<file path="config.mk">
export PLATFORM = sky130hd
export DESIGN_NAME = lnk_speedup_ctrl
export DESIGN_NICKNAME = d
export VERILOG_FILES = /design/src/rtl/lnk_pkg.sv /design/src/rtl/lnk_timer.sv /design/src/rtl/lnk_status_eval.sv /design/src/rtl/lnk_speedup_ctrl.sv
export SDC_FILE = /design/constraint.sdc
export NUM_CORES = 1
export LEC_CHECK = 0
export BUFFER_PORTS_ARGS = -buffer_cell sky130_fd_sc_hd__buf_2
export CORE_MARGIN = 2
export CORE_UTILIZATION = 62
export CTS_BUF_LIST = sky130_fd_sc_hd__clkbuf_4 sky130_fd_sc_hd__clkbuf_8
export DETAILED_ROUTE_END_ITERATION = 7
export PLACE_DENSITY = 0.82
export SKIP_CTS_REPAIR_TIMING = 1
export SLEW_MARGIN = 25
export SYNTH_ARGS = -nofsm -noshare
export SYNTH_HDL_FRONTEND = slang
export SYNTH_SLANG_ARGS = --single-unit
</file>
<file path="constraint.sdc">
create_clock -name clk -period 2.44 [get_ports clk]
set_clock_uncertainty 0.15 [all_clocks]
set_input_delay 0.122 -clock clk [delete_from_list [all_inputs] [get_ports clk]]
set_output_delay 0.122 -clock clk [all_outputs]
set_load 0.005 [all_outputs]
</file>
<file path="src/rtl/lnk_pkg.sv">
package lnk_pkg;
    typedef enum logic [3:0] {
        ST_IDLE,
        ST_CAP,
        ST_LWAIT,
        ST_RECHK,
        ST_RXRST,
        ST_RAISE,
        ST_SWAIT,
        ST_PASS,
        ST_FAIL
    } lnk_state_e;

    localparam logic [3:0] SPD_GEN1       = 4'd1;
    localparam logic [3:0] SPD_GEN2       = 4'd2;
    localparam logic [5:0] RCVR_LOCK_CODE = 6'h0D;
endpackage

</file>
<file path="src/rtl/lnk_timer.sv">
module lnk_timer #(
    parameter int W = 8
) (
    input  logic         clk,
    input  logic         rst_n,
    input  logic         clr_i,
    output logic [W-1:0] cnt_o
);
    // saturating up-counter, restarted by clr_i
    always_ff @(posedge clk or negedge rst_n) begin
        if (!rst_n)
            cnt_o <= '0;
        else if (clr_i)
            cnt_o <= '0;
        else if (cnt_o != {W{1'b1}})
            cnt_o <= cnt_o + 1'b1;
    end
endmodule

</file>
<file path="src/rtl/lnk_status_eval.sv">
module lnk_status_eval
    import lnk_pkg::*;
(
    input  logic       link_up_i,
    input  logic       in_training_i,
    input  logic       rx_valid_i,
    input  logic [5:0] ltssm_i,
    output logic       ready_o,
    output logic       up_training_o,
    output logic       stall_o
);
    always_comb begin
        ready_o       = link_up_i && !in_training_i;
        up_training_o = link_up_i && in_training_i;
        stall_o       = !rx_valid_i && (ltssm_i == RCVR_LOCK_CODE);
    end
endmodule

</file>
<file path="src/rtl/lnk_speedup_ctrl.sv">
module lnk_speedup_ctrl
    import lnk_pkg::*;
#(
    parameter int LINK_WAIT_CYC = 125_000_000,
    parameter int SPD_WAIT_CYC  = 125_000_000,
    parameter int RECHK_CYC     = 125_000,
    parameter int RECHK_MAX     = 5,
    parameter int HOLD_CYC      = 250_000
) (
    input  logic       clk,
    input  logic       rst_n,
    input  logic       start_i,
    input  logic       link_up_i,
    input  logic       in_training_i,
    input  logic       spd_flag_i,
    input  logic [3:0] cur_speed_i,
    input  logic       rx_valid_i,
    input  logic [5:0] ltssm_i,
    output logic [3:0] max_speed_o,
    output logic       train_en_o,
    output logic       spd_chg_req_o,
    output logic       rx_data_ovrd_o,
    output logic       rx_pll_ovrd_o,
    output logic       done_o,
    output logic       pass_o,
    output logic [3:0] speed_o
);
    localparam int LONG_MAX  = (LINK_WAIT_CYC > SPD_WAIT_CYC) ? LINK_WAIT_CYC : SPD_WAIT_CYC;
    localparam int SHORT_MAX = (RECHK_CYC > HOLD_CYC) ? RECHK_CYC : HOLD_CYC;
    localparam int TW = $clog2(LONG_MAX + 1) + 1;
    localparam int SW = $clog2(SHORT_MAX + 1) + 1;
    localparam int RW = $clog2(RECHK_MAX + 1) + 1;
    localparam logic [TW-1:0] LINK_LIM  = TW'(LINK_WAIT_CYC);
    localparam logic [TW-1:0] SPD_LIM   = TW'(SPD_WAIT_CYC);
    localparam logic [SW-1:0] RECHK_END = SW'(RECHK_CYC - 1);
    localparam logic [SW-1:0] HOLD_END  = SW'(HOLD_CYC - 1);
    localparam logic [RW-1:0] RC_LIM    = RW'(RECHK_MAX);

    lnk_state_e     st, nxt;
    logic           ready, up_trn, stall;
    logic           t_clr, s_clr;
    logic [TW-1:0]  t_cnt;
    logic [SW-1:0]  s_cnt;
    logic [RW-1:0]  rc_q;
    logic           trn_q, raised_q;
    logic [3:0]     speed_q;
    logic           accept;

    lnk_status_eval u_eval (
        .link_up_i     (link_up_i),
        .in_training_i (in_training_i),
        .rx_valid_i    (rx_valid_i),
        .ltssm_i       (ltssm_i),
        .ready_o       (ready),
        .up_training_o (up_trn),
        .stall_o       (stall)
    );

    // phase budget timer (link waits and flag wait)
    lnk_timer #(.W(TW)) u_phase_tmr (
        .clk   (clk),
        .rst_n (rst_n),
        .clr_i (t_clr),
        .cnt_o (t_cnt)
    );

    // interval timer (recheck spacing and override hold)
    lnk_timer #(.W(SW)) u_gap_tmr (
        .clk   (clk),
        .rst_n (rst_n),
        .clr_i (s_clr),
        .cnt_o (s_cnt)
    );

    assign accept = start_i && ((st == ST_IDLE) || (st == ST_PASS) || (st == ST_FAIL));
    assign t_clr  = (st == ST_CAP) || (st == ST_RAISE) || ((st == ST_SWAIT) && (nxt == ST_LWAIT));
    assign s_clr  = (st == ST_LWAIT);

    // state register
    always_ff @(posedge clk or negedge rst_n) begin
        if (!rst_n)
            st <= ST_IDLE;
        else
            st <= nxt;
    end

    // next-state decision
    always_comb begin
        nxt = st;
        unique case (st)
            ST_IDLE, ST_PASS, ST_FAIL: if (start_i) nxt = ST_CAP;
            ST_CAP:   nxt = ST_LWAIT;
            ST_LWAIT: begin
                if (ready)
                    nxt = raised_q ? ST_PASS : ST_RAISE;
                else if (t_cnt >= LINK_LIM)
                    nxt = ST_FAIL;
                else if (up_trn && (rc_q < RC_LIM))
                    nxt = ST_RECHK;
                else if (stall)
                    nxt = ST_RXRST;
            end
            ST_RECHK: if (s_cnt >= RECHK_END) nxt = ST_LWAIT;
            ST_RXRST: if (s_cnt >= HOLD_END) nxt = ST_LWAIT;
            ST_RAISE: nxt = ST_SWAIT;
            ST_SWAIT: begin
                if (!spd_flag_i)
                    nxt = ST_LWAIT;
                else if (t_cnt >= SPD_LIM)
                    nxt = ST_FAIL;
            end
            default:  nxt = ST_IDLE;
        endcase
    end

    // sequence bookkeeping registers
    always_ff @(posedge clk or negedge rst_n) begin
        if (!rst_n) begin
            trn_q    <= 1'b0;
            raised_q <= 1'b0;
            speed_q  <= '0;
            rc_q     <= '0;
        end else begin
            if (accept) begin
                trn_q    <= 1'b0;
                raised_q <= 1'b0;
                speed_q  <= '0;
            end
            if (st == ST_CAP)
                trn_q <= 1'b1;
            if ((st == ST_LWAIT) && (nxt == ST_RAISE))
                raised_q <= 1'b1;
            if ((st == ST_LWAIT) && (nxt == ST_PASS))
                speed_q <= cur_speed_i;
            if ((st == ST_CAP) || (st == ST_SWAIT))
                rc_q <= '0;
            else if ((st == ST_LWAIT) && ((nxt == ST_RXRST) || (rc_q >= RC_LIM)))
                rc_q <= '0;
            else if ((st == ST_RECHK) && (nxt == ST_LWAIT))
                rc_q <= rc_q + 1'b1;
        end
    end

    // outputs
    always_comb begin
        max_speed_o    = raised_q ? SPD_GEN2 : SPD_GEN1;
        train_en_o     = trn_q;
        spd_chg_req_o  = (st == ST_RAISE);
        rx_data_ovrd_o = (st == ST_RXRST);
        rx_pll_ovrd_o  = (st == ST_RXRST);
        done_o         = (st == ST_PASS) || (st == ST_FAIL);
        pass_o         = (st == ST_PASS);
        speed_o        = speed_q;
    end

    AST_TRAIN_AT_GEN1: assert property (@(posedge clk) disable iff (!rst_n)
        $rose(train_en_o) |-> (max_speed_o == SPD_GEN1));
    AST_REQ_AFTER_READY: assert property (@(posedge clk) disable iff (!rst_n)
        $rose(spd_chg_req_o) |-> $past(link_up_i && !in_training_i));
    AST_REQ_AT_GEN2: assert property (@(posedge clk) disable iff (!rst_n)
        spd_chg_req_o |-> (max_speed_o == SPD_GEN2));
    AST_REQ_SINGLE: assert property (@(posedge clk) disable iff (!rst_n)
        spd_chg_req_o |=> !spd_chg_req_o);
    AST_FAIL_NO_SPEED: assert property (@(posedge clk) disable iff (!rst_n)
        (done_o && !pass_o) |-> (speed_o == 4'd0));
    AST_OVRD_PAIRED: assert property (@(posedge clk) disable iff (!rst_n)
        rx_data_ovrd_o == rx_pll_ovrd_o);
    AST_OVRD_CAUSE: assert property (@(posedge clk) disable iff (!rst_n)
        $rose(rx_data_ovrd_o) |-> $past(!rx_valid_i && (ltssm_i == RCVR_LOCK_CODE)));
endmodule

</file>
; ---- Yosys cells after proc, flatten, opt, wreduce, memory -nomap -nowiden
; Cells that the tools add are included.
[word_totals]
regBits = 61
inputBits = 17
output_inout_bits = 14
elab_cells = 81
[classes]
add_sub_neg = 3
order_cmp = 5
n_eq_ne = 15
muxes = 24
reduce_logical = 27
[ops]
columns = operator, count
row1 = 28-bit 2-to-1 mux, 2
row2 = 4-bit 2-to-1 mux, 14
row3 = 19-bit 2-to-1 mux, 2
row4 = 28-bit by 1-bit adder with 28-bit output (second input constant), 1
row5 = 4-bit by 3-bit equality test with 1-bit output (second input constant), 7
row6 = 28-bit by 27-bit greater-or-equal comparator with 1-bit output (second input constant), 1
row7 = 28-bit inequality test (second input constant), 1
row8 = 4-bit case mux with 7 select lines, 1
row9 = 19-bit by 1-bit adder with 19-bit output (second input constant), 1
row10 = 19-bit by 17-bit greater-or-equal comparator with 1-bit output (second input constant), 1
row11 = 19-bit by 18-bit greater-or-equal comparator with 1-bit output (second input constant), 1
row12 = 19-bit inequality test (second input constant), 1
row13 = 4-bit by 2-bit equality test with 1-bit output (second input constant), 3
row14 = 1-bit logical AND, 10
row15 = 2-bit nonzero test, 5
row16 = 1-bit logical OR, 7
row17 = 6-bit by 4-bit equality test with 1-bit output (second input constant), 1
row18 = 4-bit by 1-bit adder with 4-bit output (second input constant), 1
row19 = 4-bit by 1-bit equality test with 1-bit output (second input constant), 1
row20 = 4-bit equality test (second input constant), 1
row21 = 4-bit by 3-bit greater-or-equal comparator with 1-bit output (second input constant), 1
row22 = 4-bit logical NOT, 1
row23 = 4-bit by 3-bit < comparator with 1-bit output (second input constant), 1
row24 = 2-bit 2-to-1 mux, 2
row25 = 4 further kinds, 7

; ---- Depth between registers and ports, before layout
; Gate-level depths: netlist of run 1.
[depth]
depth_word = 12
depth_mapped = 9
depth_no_buf = 7

; ---- Modules after synthesis
; Synthesis of run 1 repeated with hierarchy kept, for this count alone.
[unflattened]
hier_cells = 450
hier_area_um2 = 3990.1
[modules_own_cells]
columns = module, n_inst, cells_each, area_per_inst_um2, seq_area_each_um2
row1 = lnk_timer (u_phase_tmr), 1, 169, 1567.8, 700.7
row2 = lnk_speedup_ctrl, 1, 156, 1204.9, 350.3
row3 = lnk_timer (u_gap_tmr), 1, 120, 1181.1, 475.5
row4 = lnk_status_eval, 1, 5, 36.3, 0.0

; ---- Worst setup path before layout of run 1
; OpenSTA, ideal clock, no wires.
[synth_timing]
path_kind = reg2reg
start = register u_phase_tmr.cnt_o[0]
end = register u_phase_tmr.cnt_o[10]
setup_time_ns = 0.078
arrival_time_ns = 1.929
required_time_ns = 2.212
slack_ns = 0.283
path_stages_with_launch = 9
path_buffers = 2
synth_period_minus_slack_ns = 2.157
cell_sequence = dfrtp_1 ha_1 and2_1 clkbuf_1 nand4_1 nor4_4 buf_6 or4_2 a21oi_1
[synth_via]
elab_chain_len = 8
word_cells_on_any_way = 14
classes_between = add/sub: 1 / order compare: 1 / eq/ne: 2 / mux: 7 / reduce/logical: 3
[synth_lines]
columns = element, line
row1 = "start, declared", lnk_timer.sv:7  ; output logic [W-1:0] cnt_o
row2 = "start signal, assigned", lnk_timer.sv:16  ; cnt_o <= cnt_o + 1'b1;
row3 = 28-bit by 27-bit greater-or-equal comparator with 1-bit output, "lnk_speedup_ctrl.sv:96, lnk_speedup_ctrl.sv:109"
row4 = 4-bit 2-to-1 mux (on tied branches), "lnk_speedup_ctrl.sv:109, lnk_speedup_ctrl.sv:96"
row5 = 4-bit 2-to-1 mux (on tied branches), "lnk_speedup_ctrl.sv:107, lnk_speedup_ctrl.sv:94"
row6 = 4-bit case mux with 7 select lines, lnk_speedup_ctrl.sv:90  ; unique case (st)
row7 = 4-bit by 2-bit equality test with 1-bit output, lnk_speedup_ctrl.sv:76  ; assign t_clr = (st == ST_CAP) || (st == ST_RAISE) || ((st == ST_SWAIT) && (nxt == ST_LWAIT));
row8 = 1-bit logical AND, lnk_speedup_ctrl.sv:76
row9 = 1-bit logical OR, lnk_speedup_ctrl.sv:76
row10 = 28-bit 2-to-1 mux / 2-bit nonzero test (equally long branches), --
; Several ways; a longest one is shown, not always the timed one. The select of a mux whose other input is x is not followed.
; A chain may end at the register's enable or synchronous reset.

; ---- Worst setup path after layout of run 1
[layout_timing]
start = register st[0]
end = register rc_q[3]
[layout_via]
elab_chain_len = 10
word_cells_on_any_way = 29
classes_between = eq/ne: 10 / mux: 12 / reduce/logical: 7
[layout_lines]
columns = element, line
row1 = "start, declared", lnk_speedup_ctrl.sv:39  ; lnk_state_e st, nxt;
row2 = "start signal, assigned", lnk_speedup_ctrl.sv:84  ; st <= nxt;
row3 = 4-bit 2-to-1 mux, lnk_speedup_ctrl.sv:100  ; else if (stall)
row4 = 4-bit 2-to-1 mux, lnk_speedup_ctrl.sv:98  ; else if (up_trn && (rc_q < RC_LIM))
row5 = 4-bit 2-to-1 mux, lnk_speedup_ctrl.sv:96  ; else if (t_cnt >= LINK_LIM)
row6 = 4-bit 2-to-1 mux, lnk_speedup_ctrl.sv:94  ; if (ready)
row7 = 4-bit case mux with 7 select lines, lnk_speedup_ctrl.sv:90
row8 = 4-bit by 3-bit equality test with 1-bit output, lnk_speedup_ctrl.sv:137  ; else if ((st == ST_LWAIT) && ((nxt == ST_RXRST) || (rc_q >= RC_LIM)))
row9 = 1-bit logical OR, lnk_speedup_ctrl.sv:137
row10 = 1-bit logical AND, lnk_speedup_ctrl.sv:137
row11 = 4-bit 2-to-1 mux, lnk_speedup_ctrl.sv:137
row12 = 4-bit 2-to-1 mux, lnk_speedup_ctrl.sv:135  ; if ((st == ST_CAP) || (st == ST_SWAIT))
row13 = "end signal, assigned", lnk_speedup_ctrl.sv:140  ; rc_q <= rc_q + 1'b1;
row14 = "end, declared", lnk_speedup_ctrl.sv:44  ; logic [RW-1:0] rc_q;
; Several ways; a longest one is shown, not always the timed one.

==> results of run 1 <==
layout by cell type, fill, tap and decap left out, drive strengths merged, types with 7 or more instances in the layout:
cell type and instances:
a21oi 34, buf 46, clkbuf 11, dfrtp 61
inv 12, nand2 43, nand3 21, nand4 17
nor2 41, nor3 16, nor4 7, o211ai 8
o21ai 19, o31ai 9, or3 12, or4 12
xnor2 15
state kept, by name, summed over array words and instances, names as in the netlist:
name,cells
st,4
u_phase_tmr.cnt_o,28
rc_q,4
speed_o,4
raised_q,1
train_en_o,1
u_gap_tmr.cnt_o,19
worst reg2reg max path, cell delays in order (launching register included):
cell and delay, ns:
dfrtp_1 0.66, nand2_1 0.13, nor3_1 0.44, o311ai_0 0.34, a21o_1 0.23, a221oi_1 0.25
per-layer routing:
metal | vias to the layer above | routed length [um]
met2 | 151 | 4860
met5 | - | 0
li1 | 1749 | -
met1 | 1783 | 4160
met3 | 42 | 532
met4 | 0 | 385
logic make-up (layout without fill, tap and decap cells):
family | after synthesis | after routing | synth area share [%]
AND/OR/NAND/NOR | 205 | 205 | 28.7
AO/OA/AOI/OAI | 116 | 116 | 20.1
flip-flops | 61 | 61 | 39.0
buffers and inverters | 45 | 79 | 5.75
XOR/XNOR | 15 | 15 | 3.36
adder cells (fa/ha/maj) | 6 | 6 | 1.92
multiplexers | 4 | 4 | 1.09
other | 1 | 2 | 0.0958
how the worst min path moves through the flow:
stage,startpoint,end,slack (ns),cells after the start
final,start_i,st[3],0.08,3
after floorplan,rst_n,raised_q,-0.32,0
after global placement,rst_n,u_phase_tmr.cnt_o[3],-0.05,1
after CTS,rst_n,u_phase_tmr.cnt_o[9],-0.41,1
after detailed placement,rst_n,u_phase_tmr.cnt_o[4],-0.05,1
after global routing,start_i,st[3],0.08,3
stage by stage:
stage | instances | instance area (um^2)
final | 563 | 4440
after global routing | 563 | 4440
after CTS | 557 | 4360
after detailed placement | 542 | 4120
after global placement | 542 | 4120
after floorplan | 454 | 3920
where the power goes:
group | internal [uW] | switching, uW
Clock | 727 | 405
Combinational | 435 | 622
Sequential | 1140 | 198
Total | 2300 | 1230
cell type report:
class / count / area, um^2
clock buffer: 11 / 151
clock inverter: 4 / 95.1
fill: 441 / 1590
inverter: 12 / 45.0
multi-input combinational: 348 / 2190
sequential: 61 / 1530
tap: 75 / 93.8
timing repair buffer: 52 / 335
==> qor.yml, run 1 <==
n_antenna_cell: 0
die_x_um: 83.5
die_y_um: 83.5
cts_buffers: 9
critPathCaptureType: "flip-flop"
slew_headroom_pct: 61.8
grt_overflow: 0
rsz0062_at_grt: "false"
die-area_um2: 6960
path_buf_inv: 0
use_met2_pct: 46.1
cts.path.max_buffers: 2
initial_core_util_pct: 65.0
synthTopCellsByCount: "dfrtp_1, nand2_1, nor2_1, a21oi_1, nand3_1"
cpLargestDelayFamily: "compound AO/OA/AOI/OAI gates"
first_pass_iters: 5
core_um2: 6030
yosysSeqAreaShare_pct: 39.0
final.setup.worst_slack_ns: 0.139
yosysWarnings: 0
wire_per_inst_um: 17.7
synth_ff_type: "dfrtp_1"
cap_viol_max_count: 0
path_class: "reg -> reg"
cp_slowest_stage_delay_ns: 0.66
routed_wl_um: 9940
synth_cell_types: 67
setup_tns_ns: 0
clk_latency_ns: 0.35
r2r_cells: 5
vdd_drop_max_uv: 648
synth.largest_area_cell: "dfrtp_1"
vias: 3725
cts_tree: "built"
async_flop_share_pct: 100
p_leak_uw: 0.00187
grt_util_all_layers_pct: 28.7
startpoint_type: "flip-flop"
via_per_inst: 6.62
cts_max_level: 3
worst-path-stages: 5
maxSlewViolCount: 0
critPathCapture: "rc_q[3]"
clock_tree.root_cell: "clkbuf_8"
yosysMostFrequentCell: "dfrtp_1"
num_rows: 28
clock-sinks: 61
route.detailed.drc: 0
yosysTopAreaCellShare_pct: 39.0
top_usage_layer: "met2"
post-route-util_pct: 73.6
drive_gt1_share_pct: 15.8
holdWs_ns: 0.0829
rr_endpoint: "rc_q[3]"
ioPinCount: 31
io_buffers: 28
use_met1_pct: 36.8
slowest_stage: "dfrtp_1"
max_freq_mhz: 435
clk_pin_slew_ns: 0.07
total_power_uw: 3530
syn_area_um2: 3910
syn_inst: 453
gp_congestion: 0.963
yosys-top-cells-area: "dfrtp_1, a21oi_1, nand2_1"
synth-seq-cells: 61
startpoint: "st[0]"
tightest_slew_ns: 0.566
status: "finished clean"
period_share_pct: 94.3
rr_startpoint: "st[0]"
antenna_left: 0
grt_pass1_vias: 3472
finalCriticalPeriod_ns: 2.30
path_cells: "nand2_1 > nor3_1 > o311ai_0 > a21o_1 > a221oi_1"
area_delta_synth_final_pct: 13.3
crit_path_max_fanout: 15
setup_viol_count_final: 0
min_path_type: "in -> reg"
worst_ep_required_time_ns: 2.54
arrival_ns: 2.40
antenna_found_initial: 0
p_per_area_nw_per_um2: 795
grt_max_degree: 28
drtIter0Drc: 230
synth-edff-count: 0
grt_pass1_wl_um: 16300
place_hpwl_um: 6630
avgSynthCellArea_um2: 8.64
final_nets: 507
hold_viol_final: 0
use_met3_pct: 5.04
place_ws_ns: 0.0892
r2r_setup_slack_ns: 0.14
(Power assumes the default switching activity.)
==> run 2, diff against run 1 <==
--- a/config.mk
+++ b/config.mk
@@ -10,7 +10,9 @@
 export CORE_UTILIZATION = 62
 export CTS_BUF_LIST = sky130_fd_sc_hd__clkbuf_4 sky130_fd_sc_hd__clkbuf_8
 export DETAILED_ROUTE_END_ITERATION = 7
+export GPL_TIMING_DRIVEN = 0
 export PLACE_DENSITY = 0.82
+export SETUP_SLACK_MARGIN = 0.4
 export SKIP_CTS_REPAIR_TIMING = 1
 export SLEW_MARGIN = 25
 export SYNTH_ARGS = -nofsm -noshare
==> run 2 against run 1 <==
The run now ends with setup timing left. Register-to-register slack worse by 0.16 ns. Flip-flop and latch count unchanged. Critical path depth up 4. Design area up 20%. Maximum frequency down 6.6%. Largest cell class unchanged.
==> qor.yml, run 2 (synthesis results as in run 1) <==
crit_path_max_fanout: 7
hold_depth: 3
arrival_ns: 2.57
routed_wl_um: 13000
path_class: "reg -> reg"
hold_end: "st[3]"
largest_reg_flops: 28
final.setup.worst_slack_ns: -0.0245
clock-sinks: 61
n_fill_cell: 279
slew_headroom_pct: 48.2
grt_overflow: 0
route.detailed.drc: 0
p_per_area_nw_per_um2: 674
tightest_slew_ns: 0.777
r2r_setup_slack_ns: -0.02
drive_gt1_share_pct: 38.3
critPathCaptureType: "flip-flop"
grt_pass1_vias: 3543
clock_tree.root_cell: "clkbuf_8"
die_x_um: 83.5
die_y_um: 83.5
vias: 4215
cts_max_level: 3
wire_per_inst_um: 21.0
startpoint_type: "flip-flop"
period_share_pct: 101
p_leak_uw: 0.00223
place_ws_ns: -0.0554
slowest_stage: "dfrtp_1"
ioPinCount: 31
clk_latency_ns: 0.35
core_um2: 6030
grt_pass1_wl_um: 16200
min_path_type: "in -> reg"
hold_viol_final: 0
die-area_um2: 6960
path_cells: "nand2_2 > or3_4 > buf_6 > nor4_4 > buf_6 > buf_8 > buf_8 > o31ai_1 > a21oi_1"
final_nets: 561
place_hpwl_um: 6830
cts.path.max_buffers: 2
io_buffers: 28
setup_tns_ns: -0.0245
rr_endpoint: "u_phase_tmr.cnt_o[16]"
final_common_cell: "dfrtp_1"
num_rows: 28
worstHoldStart: "start_i"
antenna_left: 0
clk_pin_slew_ns: 0.09
cts_tree: "built"
vdd_drop_max_uv: 751
area_delta_synth_final_pct: 35.8
cp_slowest_stage_delay_ns: 0.46
cts_buffers: 9
via_per_inst: 6.82
worst_ep_required_time_ns: 2.55
finalCriticalPeriod_ns: 2.46
grt_max_degree: 62
rr_startpoint: "u_phase_tmr.cnt_o[16]"
cpLargestDelayFamily: "simple AND/OR/NAND/NOR gates"
largest-register: "u_phase_tmr.cnt_o"
grt_util_all_layers_pct: 28.2
layout_common_cells: "dfrtp_1, nand2_1, nor2_1, buf_4, buf_2"
initial_core_util_pct: 65.0
antenna_found_initial: 0
cap_viol_max_count: 0
violations: "setup timing"
path_buf_inv: 4
rsz0062_at_grt: "true"
setup_viol_count_final: 1
gp_congestion: 0.896
n_antenna_cell: 0
drtIter0Drc: 267
max_freq_mhz: 406
r2r_cells: 9
reg_top3: "u_phase_tmr.cnt_o x28, u_gap_tmr.cnt_o x19"
maxSlewViolCount: 0
status: "complete, but fails checks"
first_pass_iters: 5
==> run 2: cell type report <==
cell class	count	area, um^2	area share [%]
multi-input combinational	348	2620	49.2
timing repair buffer	73	589	11.1
inverter	12	45.0	0.848
buffer	33	255	4.80
sequential	61	1540	28.9
tap	75	93.8	1.77
clock inverter	6	38.8	0.730
clock buffer	10	138	2.59
==> run 2: worst max path at each step <==
stage | from | to | slack (ns) | depth (start not counted)
final | u_phase_tmr.cnt_o[16] | u_phase_tmr.cnt_o[16] | -0.02 | 9
after global routing | u_phase_tmr.cnt_o[16] | u_phase_tmr.cnt_o[16] | -0.13 | 9
after CTS | st[0] | rc_q[3] | -0.09 | 6
after detailed placement | st[0] | rc_q[3] | -0.06 | 6
after global placement | st[2] | u_phase_tmr.cnt_o[24] | 0.01 | 6
after floorplan | u_phase_tmr.cnt_o[10] | u_phase_tmr.cnt_o[25] | 0.36 | 7
==> run 2: routing by layer <==
| layer | wire [um] | GRT usage [%] |
|---|---|---|
| met5 | 0 | 0 |
| met4 | 753 | 11.1 |
| met3 | 792 | 5.44 |
| met2 | 6530 | 47.1 |
| met1 | 4930 | 36.3 |
==> run 2: per-stage QoR <==
step / hold WS, ns / util [%] / area (um^2) / power [uW] / std cells
floorplan: -0.324 / - / 3930 / 2040 / 454
global route: 0.0679 / 88.2 / 5310 / 3750 / 618
finish: 0.0467 / 88.2 / 5310 / 3580 / 618
CTS: -0.279 / 72.0 / 4340 / 3180 / 573
global placement: 0.196 / 69.1 / 4160 / 2340 / 557
detailed placement: 0.0958 / 69.1 / 4160 / 2390 / 557
==> run 2: tightest hold or removal path, delay by kind of cell <==
family          cells  cell delay [ns]
buf+inv             1             0.15
compound gates      2             0.22
==> run 2: power breakdown <==
| group | internal (uW) | total [uW] | switching [uW] |
|---|---|---|---|
| combinational | 596 | 1450 | 859 |
| clock | 392 | 830 | 438 |
| sequential | 1140 | 1290 | 154 |
| total | 2130 | 3580 | 1450 |
==> run 3, diff against run 2 <==
--- a/config.mk
+++ b/config.mk
@@ -6,15 +6,17 @@
 export NUM_CORES = 1
 export LEC_CHECK = 0
 export BUFFER_PORTS_ARGS = -buffer_cell sky130_fd_sc_hd__buf_2
+export CORE_ASPECT_RATIO = 0.7
 export CORE_MARGIN = 2
-export CORE_UTILIZATION = 62
+export CORE_UTILIZATION = 63
 export CTS_BUF_LIST = sky130_fd_sc_hd__clkbuf_4 sky130_fd_sc_hd__clkbuf_8
 export DETAILED_ROUTE_END_ITERATION = 7
 export GPL_TIMING_DRIVEN = 0
-export PLACE_DENSITY = 0.82
+export PLACE_DENSITY = 0.83
 export SETUP_SLACK_MARGIN = 0.4
 export SKIP_CTS_REPAIR_TIMING = 1
 export SLEW_MARGIN = 25
 export SYNTH_ARGS = -nofsm -noshare
 export SYNTH_HDL_FRONTEND = slang
+export SYNTH_HIERARCHICAL = 1
 export SYNTH_SLANG_ARGS = --single-unit
==> run 3 against run 2 <==
The flow still finishes with violations (setup timing). Via count up 0.45%. Maximum frequency down 1.8%. Combinational power down 3%. First-iteration DRC count up 87%. Synthesized area up 2.0%. Wire length down 4.5%. Global-route usage about the same.
==> qor.yml, run 3 <==
status: "complete, but fails checks"
violations: "setup timing"
place_hpwl_um: 6550
startpoint_type: "flip-flop"
final_nets: 548
io_buffers: 28
reg_top3: "u_phase_tmr/cnt_o x28, u_gap_tmr/cnt_o x19"
largest-register: "u_phase_tmr/cnt_o"
synth_cell_types: 76
drive_gt1_share_pct: 34.9
r2r_cells: 7
final.setup.worst_slack_ns: -0.0691
p_sw_uw: 1440
rr_startpoint: "u_phase_tmr/cnt_o[17]"
area_delta_synth_final_pct: 27.2
instances_no_fill: 608
dp.cells: 557
antenna_left: 0
yosysSeqAreaShare_pct: 38.3
gp_congestion: 0.938
cts_buffers: 9
grt_max_degree: 62
worstHoldStart: "in_training_i"
hold_viol_final: 0
final_cell_area_um2: 5070
ff_latch_area_um2: 1550
num_rows: 24
clkPwrFrac_pct: 26.8
synth-seq-cells: 61
total_power_uw: 3750
die_y_um: 70.6
via_per_inst: 6.96
cts_max_level: 3
cts.path.max_buffers: 2
yosys-top-cells-area: "dfrtp_1, a21oi_1, nand3_1"
critPathCaptureType: "flip-flop"
crit_path_max_fanout: 8
syn_inst: 450
die-area_um2: 7000
period_share_pct: 103
arrival_ns: 2.62
worst_ep_required_time_ns: 2.55
grt_overflow: 0
maxSlewViolCount: 0
path_class: "reg -> reg"
min_path_type: "in -> reg"
place_ws_ns: -0.145
layout_common_cells: "dfrtp_1, nor2_1, buf_4"
multi_input_area_um2: 2510
vias: 4234
ioPinCount: 31
slew_headroom_pct: 47.0
hold_end: "raised_q"
tightest_slew_ns: 0.788
final_common_cell: "dfrtp_1"
finalCriticalPeriod_ns: 2.51
power_frac_comb_pct: 37.3
antenna_found_initial: 0
grt_pass1_vias: 3308
r2r_setup_slack_ns: -0.07
syn_area_um2: 3990
rr_endpoint: "u_phase_tmr/cnt_o[15]"
die_x_um: 99.1
drtIter0Drc: 499
setup_viol_count_final: 4
core_um2: 6190
clk_pin_slew_ns: 0.08
async_flop_share_pct: 100
hold_depth: 4
initial_core_util_pct: 64.5
first_pass_iters: 5
p_leak_uw: 0.00218
yosysWarnings: 6
setup_tns_ns: -0.179
routed_wl_um: 12400
yosysTopAreaCellShare_pct: 38.3
intPower_uw: 2310
swShare_pct: 38.5
largest_reg_flops: 28
cap_viol_max_count: 0
grt_util_all_layers_pct: 28.2
wire_per_inst_um: 20.4
clock_tree.root_cell: "clkbuf_8"
seqPwrFrac_pct: 35.9
clock-sinks: 61
synthTopCellsByCount: "dfrtp_1, nor2_1, a21oi_1, nand3_1, nand2_1"
dpl_cell_area_um2: 4230
n_fill_cell: 332
avgSynthCellArea_um2: 8.87
synth.largest_area_cell: "dfrtp_1"
grt_pass1_wl_um: 15900
vdd_drop_max_uv: 667
p_per_area_nw_per_um2: 739
synth_ff_type: "dfrtp_1"
clk_latency_ns: 0.36
n_antenna_cell: 0
cts_tree: "built"
max_freq_mhz: 399
yosysMostFrequentCell: "dfrtp_1"
route.detailed.drc: 0
synth-edff-count: 0
rsz0062_at_grt: "true"
-- run 3: how the worst max path moves through the flow --
stage,cells past startpoint,endpoint,from
final,7,u_phase_tmr/cnt_o[15],u_phase_tmr/cnt_o[17]
after global routing,7,u_phase_tmr/cnt_o[15],u_phase_tmr/cnt_o[17]
after CTS,5,u_phase_tmr/cnt_o[12],u_phase_tmr/cnt_o[20]
after detailed placement,5,u_phase_tmr/cnt_o[12],u_phase_tmr/cnt_o[20]
after global placement,5,u_phase_tmr/cnt_o[12],u_phase_tmr/cnt_o[19]
after floorplan,6,u_phase_tmr/cnt_o[1],u_phase_tmr/cnt_o[19]
-- run 3: cell type report --
cell class              instances  area share (%)
plain buffers                  21            3.11
clock buffers                   9            2.44
clock inverters                 6            1.75
inverters                      18            1.33
multi-input cells             351            49.6
flip-flops and latches         61            30.6
well taps                      78            1.92
repair buffers                 64            9.32
-- run 3: power groups by stage --
stage	registers, uW	logic (uW)	clock network, uW
finish	1350	1400	1010
global route	1370	1490	1060
CTS	1300	1100	1000
detailed placement	1320	1080	0
global placement	1320	1040	0
floorplan	1290	775	0
-- run 3: critical path: stages, from the launching register on --
cell	delay, ns
dfrtp_1	0.54
nand2_1	0.16
or4_4	0.56
nor4_4	0.39
buf_6	0.20
buf_8	0.12
o21ai_0	0.09
a21oi_1	0.20
-- run 3: cells by family after synthesis --
| group | share of synthesized area (%) |
|---|---|
| adders and majority gates | 1.57 |
| and+or+nand+nor | 33.5 |
| other | 0.0940 |
| xor gates and xnor gates | 2.85 |
| DFF | 38.3 |
| buffers and inverters | 4.83 |
| muxes | 2.51 |
| AOI/OAI and AO/OA | 16.4 |
-- run 3: layer usage --
layer	global-route usage, %	up-vias	wire, um
li1	-	1843	-
met1	42.6	2004	5000
met2	39.4	326	5670
met3	6.62	61	1370
met4	11.1	0	377
met5	0	-	0
-- run 3: through the flow --
step	hold slack [ns]	util (%)
4_1_cts	-0.278	71.9
6_report	0.0569	82.0
2_1_floorplan	-0.324	-
3_5_place_dp	0.0992	68.4
5_1_grt	0.0613	82.0
3_3_place_gp	0.222	68.4
